<file path="src/rtl/csr_bank_pkg.sv">
package csr_bank_pkg;
    localparam int NUM_REGS  = 4;
    localparam int IDX_CTRL  = 0;
    localparam int IDX_STAT  = 1;
    localparam int IDX_CMD   = 2;
    localparam int IDX_LVL   = 3;
    localparam int GAIN_LSB  = 0;
    localparam int GAIN_W    = 12;
    localparam int THR_LSB   = 12;
    localparam int THR_W     = 8;
    localparam int CMD_LSB   = 0;
    localparam int CMD_W     = 16;
    localparam int LVL_LSB   = 0;
    localparam int LVL_W     = 8;
endpackage

</file>
<file path="src/rtl/csr_decode.sv">
module csr_decode #(
    parameter int ADDR_W    = 5,
    parameter int LANE_BITS = 2,
    parameter int NUM_REGS  = 4,
    parameter bit LOOKAHEAD = 1'b0
) (
    input  logic                clk,
    input  logic                rst,
    input  logic [ADDR_W-1:0]   addr,
    output logic [NUM_REGS-1:0] sel
);
    localparam int IDX_W = ADDR_W - LANE_BITS;

    logic [IDX_W-1:0]    word_idx;
    logic [NUM_REGS-1:0] hit;
    logic                unused_lane_bits;

    assign word_idx         = addr[ADDR_W-1:LANE_BITS];
    assign unused_lane_bits = ^addr[LANE_BITS-1:0];

    always_comb begin
        hit = '0;
        for (int r = 0; r < NUM_REGS; r++) begin
            hit[r] = (word_idx == IDX_W'(r));
        end
    end

    generate
        if (LOOKAHEAD) begin : g_flop_sel
            always_ff @(posedge clk) begin
                if (rst) sel <= '0;
                else     sel <= hit;
            end
        end else begin : g_comb_sel
            assign sel = hit;
        end
    endgenerate

    AST_SEL_ONEHOT: assert property (@(posedge clk) disable iff (rst)
        $onehot0(sel)) else $error("more than one select");
endmodule

</file>
<file path="src/rtl/csr_field.sv">
module csr_field #(
    parameter int DATA_W    = 32,
    parameter int BYTE_W    = 8,
    parameter int LSB       = 0,
    parameter int WIDTH     = 8,
    parameter bit HANDSHAKE = 1'b0
) (
    input  logic                     clk,
    input  logic                     rst,
    input  logic                     wr_en,
    input  logic [DATA_W-1:0]        wdata,
    input  logic [DATA_W/BYTE_W-1:0] ben,
    input  logic [WIDTH-1:0]         ack,
    output logic [WIDTH-1:0]         q
);
    logic unused_bits;
    assign unused_bits = ^{wdata, ben};

    always_ff @(posedge clk) begin
        if (rst) begin
            q <= '0;
        end else begin
            for (int i = 0; i < WIDTH; i++) begin
                if (wr_en && ben[(LSB + i) / BYTE_W]) begin
                    q[i] <= wdata[LSB + i];
                end else if (HANDSHAKE) begin
                    q[i] <= q[i] & ~ack[i];
                end
            end
        end
    end

    AST_RESET_CLEARS: assert property (@(posedge clk)
        rst |=> (q == '0)) else $error("field not cleared");

    generate
        if (HANDSHAKE) begin : g_hs_chk
            AST_HS_NO_SET: assert property (@(posedge clk) disable iff (rst)
                !wr_en |=> ((q & ~$past(q)) == '0)) else $error("request set without write");
        end else begin : g_st_chk
            AST_HOLD_NO_WRITE: assert property (@(posedge clk) disable iff (rst)
                !wr_en |=> $stable(q)) else $error("field moved without write");
        end
    endgenerate
endmodule

</file>
<file path="src/rtl/csr_rdmux.sv">
module csr_rdmux #(
    parameter int DATA_W   = 32,
    parameter int NUM_REGS = 4
) (
    input  logic [NUM_REGS-1:0] sel,
    input  logic [DATA_W-1:0]   words [NUM_REGS],
    output logic [DATA_W-1:0]   rdata
);
    always_comb begin
        rdata = '0;
        for (int r = 0; r < NUM_REGS; r++) begin
            rdata = rdata | (sel[r] ? words[r] : '0);
        end
    end
endmodule

</file>
<file path="src/rtl/csr_bank.sv">
module csr_bank
    import csr_bank_pkg::*;
#(
    parameter int DATA_W        = 32,
    parameter int BYTE_W        = 8,
    parameter int ADDR_W        = 5,
    parameter bit LOOKAHEAD_SEL = 1'b0
) (
    input  logic                     clk,
    input  logic                     rst,
    input  logic [ADDR_W-1:0]        addr,
    input  logic [DATA_W-1:0]        wdata,
    input  logic [DATA_W/BYTE_W-1:0] ben,
    input  logic                     wr,
    input  logic                     rd,
    output logic [DATA_W-1:0]        rdata,
    input  logic [GAIN_W-1:0]        gain_fb,
    output logic [GAIN_W-1:0]        gain_out,
    output logic [THR_W-1:0]         thr_out,
    input  logic [DATA_W-1:0]        status_in,
    output logic                     status_rd_pulse,
    output logic [CMD_W-1:0]         cmd_req,
    input  logic [CMD_W-1:0]         cmd_ack,
    input  logic [CMD_W-1:0]         cmd_sts,
    input  logic [LVL_W-1:0]         level_in,
    output logic                     level_rd_pulse
);
    localparam int LANES     = DATA_W / BYTE_W;
    localparam int LANE_BITS = $clog2(LANES);

    logic [NUM_REGS-1:0] sel;
    logic [DATA_W-1:0]   words [NUM_REGS];

    csr_decode #(
        .ADDR_W(ADDR_W), .LANE_BITS(LANE_BITS),
        .NUM_REGS(NUM_REGS), .LOOKAHEAD(LOOKAHEAD_SEL)
    ) u_decode (
        .clk(clk), .rst(rst), .addr(addr), .sel(sel)
    );

    csr_field #(
        .DATA_W(DATA_W), .BYTE_W(BYTE_W), .LSB(GAIN_LSB),
        .WIDTH(GAIN_W), .HANDSHAKE(1'b0)
    ) u_gain (
        .clk(clk), .rst(rst), .wr_en(sel[IDX_CTRL] & wr), .wdata(wdata),
        .ben(ben), .ack('0), .q(gain_out)
    );

    csr_field #(
        .DATA_W(DATA_W), .BYTE_W(BYTE_W), .LSB(THR_LSB),
        .WIDTH(THR_W), .HANDSHAKE(1'b0)
    ) u_thr (
        .clk(clk), .rst(rst), .wr_en(sel[IDX_CTRL] & wr), .wdata(wdata),
        .ben(ben), .ack('0), .q(thr_out)
    );

    csr_field #(
        .DATA_W(DATA_W), .BYTE_W(BYTE_W), .LSB(CMD_LSB),
        .WIDTH(CMD_W), .HANDSHAKE(1'b1)
    ) u_cmd (
        .clk(clk), .rst(rst), .wr_en(sel[IDX_CMD] & wr), .wdata(wdata),
        .ben(ben), .ack(cmd_ack), .q(cmd_req)
    );

    always_comb begin
        for (int r = 0; r < NUM_REGS; r++) words[r] = '0;
        words[IDX_CTRL][GAIN_LSB +: GAIN_W] = gain_fb;
        words[IDX_STAT]                     = status_in;
        words[IDX_CMD][CMD_LSB +: CMD_W]    = cmd_sts;
        words[IDX_LVL][LVL_LSB +: LVL_W]    = level_in;
    end

    csr_rdmux #(.DATA_W(DATA_W), .NUM_REGS(NUM_REGS)) u_rdmux (
        .sel(sel), .words(words), .rdata(rdata)
    );

    assign status_rd_pulse = sel[IDX_STAT] & rd;
    assign level_rd_pulse  = sel[IDX_LVL] & rd;

    AST_NOTIFY_NEEDS_RD: assert property (@(posedge clk) disable iff (rst)
        (status_rd_pulse || level_rd_pulse) |-> rd) else $error("notify without read");

    generate
        if (!LOOKAHEAD_SEL) begin : g_unmapped_chk
            AST_UNMAPPED_ZERO: assert property (@(posedge clk) disable iff (rst)
                (int'(addr[ADDR_W-1:LANE_BITS]) >= NUM_REGS) |-> (rdata == '0))
                else $error("unmapped read not zero");
        end
    endgenerate
endmodule

</file>
<file path="config.mk">
export PLATFORM = sky130hd
export DESIGN_NAME = csr_bank
export DESIGN_NICKNAME = d
export VERILOG_FILES = /design/src/rtl/csr_bank_pkg.sv /design/src/rtl/csr_decode.sv /design/src/rtl/csr_field.sv /design/src/rtl/csr_rdmux.sv /design/src/rtl/csr_bank.sv
export SDC_FILE = /design/constraint.sdc
export NUM_CORES = 1
export LEC_CHECK = 0
export BUFFER_PORTS_ARGS = -buffer_cell sky130_fd_sc_hd__buf_2
export CAP_MARGIN = 30
export CORE_ASPECT_RATIO = 0.5
export CORE_MARGIN = 1.5
export CORE_UTILIZATION = 41
export DETAILED_ROUTE_END_ITERATION = 6
export GPL_TIMING_DRIVEN = 0
export PLACE_DENSITY_LB_ADDON = 0.25
export RECOVER_POWER = 100
export REMOVE_ABC_BUFFERS = 1
export SYNTH_ARGS = -nofsm -noshare
export SYNTH_HDL_FRONTEND = slang
export SYNTH_SLANG_ARGS = --single-unit
</file>
<file path="constraint.sdc">
create_clock -name clk -period 2.9 [get_ports clk]
set_input_delay 0.58 -clock clk [delete_from_list [all_inputs] [get_ports clk]]
set_output_delay 0.58 -clock clk [all_outputs]
set_load 0.01 [all_outputs]
</file>
## After elaboration in Yosys (flattened, before gate mapping)

Index checks and enable logic that the tools add are counted.

- Flip-flop bits (word level): 36
- Output and inout bits: 70
- Word-level logic and storage cells: 73
- Input bits: 129

- Equal/unequal tests: 3
- Reduce and logical (&&, ||, !) cells: 6
- Bitwise logic cells: 39
- Muxes and demuxes: 20

Operators by type and width:

| cell | number |
|---|---|
| bitwise OR 32 bit | 2 |
| two-way mux 32 bit | 1 |
| bitwise OR 32 x 8 -> 32 bit | 1 |
| AND 1 bit | 20 |
| two-way mux 1 bit | 16 |
| two-way mux 16 bit | 1 |
| inverter 1 bit | 16 |
| two-way mux 12 bit | 1 |
| two-way mux 8 bit | 1 |
| == test 3 x 2 -> 1 bit (second input constant) | 2 |
| logical AND 1 bit | 5 |
| == test 3 x 1 -> 1 bit (second input constant) | 1 |
| zero test 3 bit | 1 |

## Longest topological paths before layout

- Depth in word-level cells: 5
- Mapped depth: 6
- Mapped depth without buffers: 3

## Cells and area by module

From an unflattened synthesis, not the netlist that was laid out.

- Cell total of the unflattened synthesis: 280
- Area, all modules: 2314.7 µm²

By module, submodules not included:

| module | area each (µm²) | times used | seq. area each (µm²) | cells an instance |
|---|---|---|---|---|
| csr_rdmux | 705.7 | 1 | 0.0 | 108 |
| csr_field at u_cmd | 639.4 | 1 | 320.3 | 72 |
| csr_field at u_gain | 553.0 | 1 | 240.2 | 54 |
| csr_field at u_thr | 357.8 | 1 | 160.2 | 37 |
| csr_decode | 30.0 | 1 | 0.0 | 4 |
| csr_bank | 28.8 | 1 | 0.0 | 5 |

## Least setup slack after synthesis

No wires, ideal clock.

- Kind: input port to output port
- Start: input addr[2]
- End: output rdata[3]
- Slack: 0.870 ns
- Cell stages on the path: 4
- Required time: 2.320 ns
- Arrival time: 1.450 ns
- Buffers on the path: 2
- Path through: buf_6 buf_8 mux4_2 nor2b_1

- Cells in the longest elaborated chain, start to end: 5
- Elaborated cells between the ends (all ways): 11
- Those cells by class: eq/ne (3); mux (4); bitwise (3); reduce/logical (1)

Ends and longest elaborated chain:

| item | line | source |
|---|---|---|
| from (decl) | csr_bank.sv:11 | `input logic [ADDR_W-1:0] addr,` |
| == test 3 x 1 -> 1 bit / zero test 3 bit (equally long branches) | csr_decode.sv:24 | `hit[r] = (word_idx == IDX_W'(r));` |
| two-way mux 32 bit / two-way mux 12 bit (equally long branches) | csr_rdmux.sv:12 | `rdata = rdata \| (sel[r] ? words[r] : '0);` |
| bitwise OR 32 bit (2 in a row) | csr_rdmux.sv:12 |  |
| bitwise OR 32 x 8 -> 32 bit (*) | csr_rdmux.sv:12 |  |
| to (decl) | csr_bank.sv:16 | `output logic [DATA_W-1:0] rdata,` |

Mark *: on every way between the ends. The rest lies on a longest branch, timed or not.

## Worst setup path after layout

- Start: input addr[4]
- End: output rdata[19]

- Cells in the longest elaborated chain, start to end: 5

Ends and longest elaborated chain:

| item | line |
|---|---|
| == test 3 x 1 -> 1 bit | csr_decode.sv:24 |
| two-way mux 32 bit | csr_rdmux.sv:12 |
| bitwise OR 32 bit (2 in a row) | csr_rdmux.sv:12 |
| bitwise OR 32 x 8 -> 32 bit | csr_rdmux.sv:12 |

Every way passes these cells.

==> impl_metrics.tcl <==
set metrics [dict create \
    final_cell_area_um2 3100 \
    cts_inserted_buffers 5 \
    hold_path.class "reg -> reg" \
    final_common_cell "buf_2" \
    ys_top_cells_by_area "dfxtp_1 (32%), mux2i_1 (18%), nand2b_1 (11%), or3b_2 (6.3%), mux4_2 (5.1%)" \
    yosysUniqueCellTypes 24 \
    min_from "u_gain.q[8]" \
    fin_nets 517 \
    peakVddDrop_v 0.000293 \
    vias 2232 \
    synth_seq_cells 36 \
    cts_max_path_buffers 2 \
    start_util_pct 43.9 \
    cts_resized 0 \
    required_ns 2.32 \
    max_stage_delay_ns 0.59 \
    synth.largest_area_cell "dfxtp_1" \
    port_buffers 183 \
    dpl-instance-area_um2 3090 \
    hold_ws_ns 0.479 \
    wl_per_cell_um 14.0 \
    final_hold_viol_count 0 \
    die-area_um2 5900 \
    syn2layout_area_growth_pct 39.4 \
    clk_latency_ns 0.28 \
    syn_area_um2 2220 \
    ys_warn_count 0 \
    met1_length_um 2490 \
    finalSetupViolations 0 \
    final_antenna_net_count 0 \
    critPathCaptureType "output pin" \
    grt_pass1_wl_um 8920 \
    outcome "completed" \
    power.density_nw_per_um2 354 \
    final_cell_mix "buf_2 (121), clkbuf_1 (61), mux2i_1 (40), nand2b_1 (40), dfxtp_1 (36)" \
    fp.dieH_um 55.1 \
    overflow 0 \
    cp_common_cell "clkbuf_1" \
    dr.pass1.iters 4 \
    place_congestion 0.778 \
    met2WireLength_um 3390 \
    grt_pass1_vias 2042 \
    dp.cells 451 \
    synth_area_per_cell_um2 10.2 \
    clkSinkCount 36 \
    wl_met3_um 437 \
    dieWidth_um 107 \
    totalWireLength_um 6400 \
    vias_per_cell 4.87 \
    timing.critical_path.buf_inv 2 \
    route.detailed.drc 0 \
    highest_layer "met4" \
    post-route-min-period_ns 2.52 \
    synth_top_area_share_pct 32.4 \
    post-cts-setup-buffers 0 \
    drtIter0Drc 94 \
    cpLargestDelayFamily "simple AND/OR/NAND/NOR gates" \
    drive_gt1_share_pct 40.7 \
    tns_ns 0 \
    cap_violations 0 \
    insertedDiodeCount 0 \
    max_slew.worst_pin.slew_ns 0.998 \
    ys_seq_area_share_pct 32.4 \
    p_leak_nw 1.45 \
    cp_cell_sequence "clkbuf_1 > nor3b_4 > and2_1 > clkbuf_1" \
    postSynthCellCount 217 \
    fp-row-count 18 \
    final_max_slew_viol_count 0 \
    clock-root-buffer "clkbuf_8" \
    fmax_mhz 397 \
    slowest_stage "nor3b_4" \
    rsz0062_at_grt "false" \
    fin_skew_ns 0 \
    relSlewSlack_pct 33.4 \
    antenna_found_initial 0 \
    htreeDepth 2 \
    cts_tree "yes" \
    r2r_start "u_cmd.q[13]" \
    clkSlewWorstSetupHoldPaths_ns 0.07 \
    worstSetupPathType "in -> out" \
    final-instance-count-excl-fill 458 \
    io-pin-count 199 \
    arrival_ns 1.94 \
    grt_max_degree 57 \
    dp_hpwl_um 5040 \
    hold_buffers 0 \
    startpoint_type "primary input" \
    critPathLaunch "addr[4]" \
    worst-path-max-fanout 19 \
    core_um2 5070 \
    finalCritPeriodShare_pct 86.9 \
    grt.total_usage_pct 19.4 \
]
## cell type report
type	count	area, um^2
sequential	36	721
multi-input combinational	162	1350
fill	511	1970
clock buffer	7	96.3
timing repair buffer	183	840
tap	70	87.6
## flip-flops by register name, indices dropped and copies added, names as in the netlist
name	count
u_gain.q	12
u_thr.q	8
u_cmd.q	16
## metrics by stage
step / util (%) / power, W / setup WS (ns)
2_1_floorplan: - / 0.000609 / 1.07
3_3_place_gp: 60.9 / 0.000730 / 0.535
3_5_place_dp: 60.9 / 0.000738 / 0.465
4_1_cts: 62.8 / 0.00112 / 0.463
5_1_grt: 61.1 / 0.00115 / 0.226
6_report: 61.1 / 0.00110 / 0.380
## worst min-delay path, delay by kind of cell (launching register included)
kind / cells / cell delay (ns)
multiplexers: 1 / 0.06
AND/OR/NAND/NOR: 1 / 0.06
flip-flops: 1 / 0.31
## power breakdown
group          switching, W  leakage (nW)  total [W]  internal (W)
logic             0.0000972          1.11   0.000218      0.000121
clock network      0.000165        0.0503   0.000377      0.000212
registers        0.00000264         0.290   0.000502      0.000500
total              0.000265          1.45    0.00110      0.000832
## synthesized netlist by cell type
library cell / count
a21oi_1: 4
a22oi_1: 4
and2_1: 17
and2b_4: 1
and3_1: 4
and4b_1: 1
buf_2: 2
buf_6: 7
buf_8: 1
clkbuf_1: 9
dfxtp_1: 36
mux2i_1: 40
mux4_1: 3
mux4_2: 5
nand2_1: 4
nand2b_1: 40
nand3_1: 1
nand3_2: 2
nor2_1: 5
nor2b_1: 8
nor2b_4: 2
nor3b_4: 1
or2_2: 4
or3b_2: 16
## cells by family after synthesis
kind of cell	synth area share [%]
and+or+nand+nor	32.5
muxes	26.6
DFF	32.4
buffers and inverters	6.19
AOI/OAI and AO/OA	2.25
## layer usage
layer / vias up / global-route usage (%)
met5: - / 0
met4: 0 / 6.89
met3: 12 / 4.92
met2: 89 / 39.1
met1: 1046 / 20.7
li1: 1085 / -
## worst paths after layout
path | to | slack (ns) | cells after the start
worst max register to register | u_cmd.q[13] | 1.86 | 2
worst min-delay path | u_gain.q[8] | 0.48 | 2
worst max-delay path | rdata[19] | 0.38 | 4
worst min register to register | u_gain.q[8] | 0.48 | 2
No activity file was read; power rests on OpenSTA's default activity.
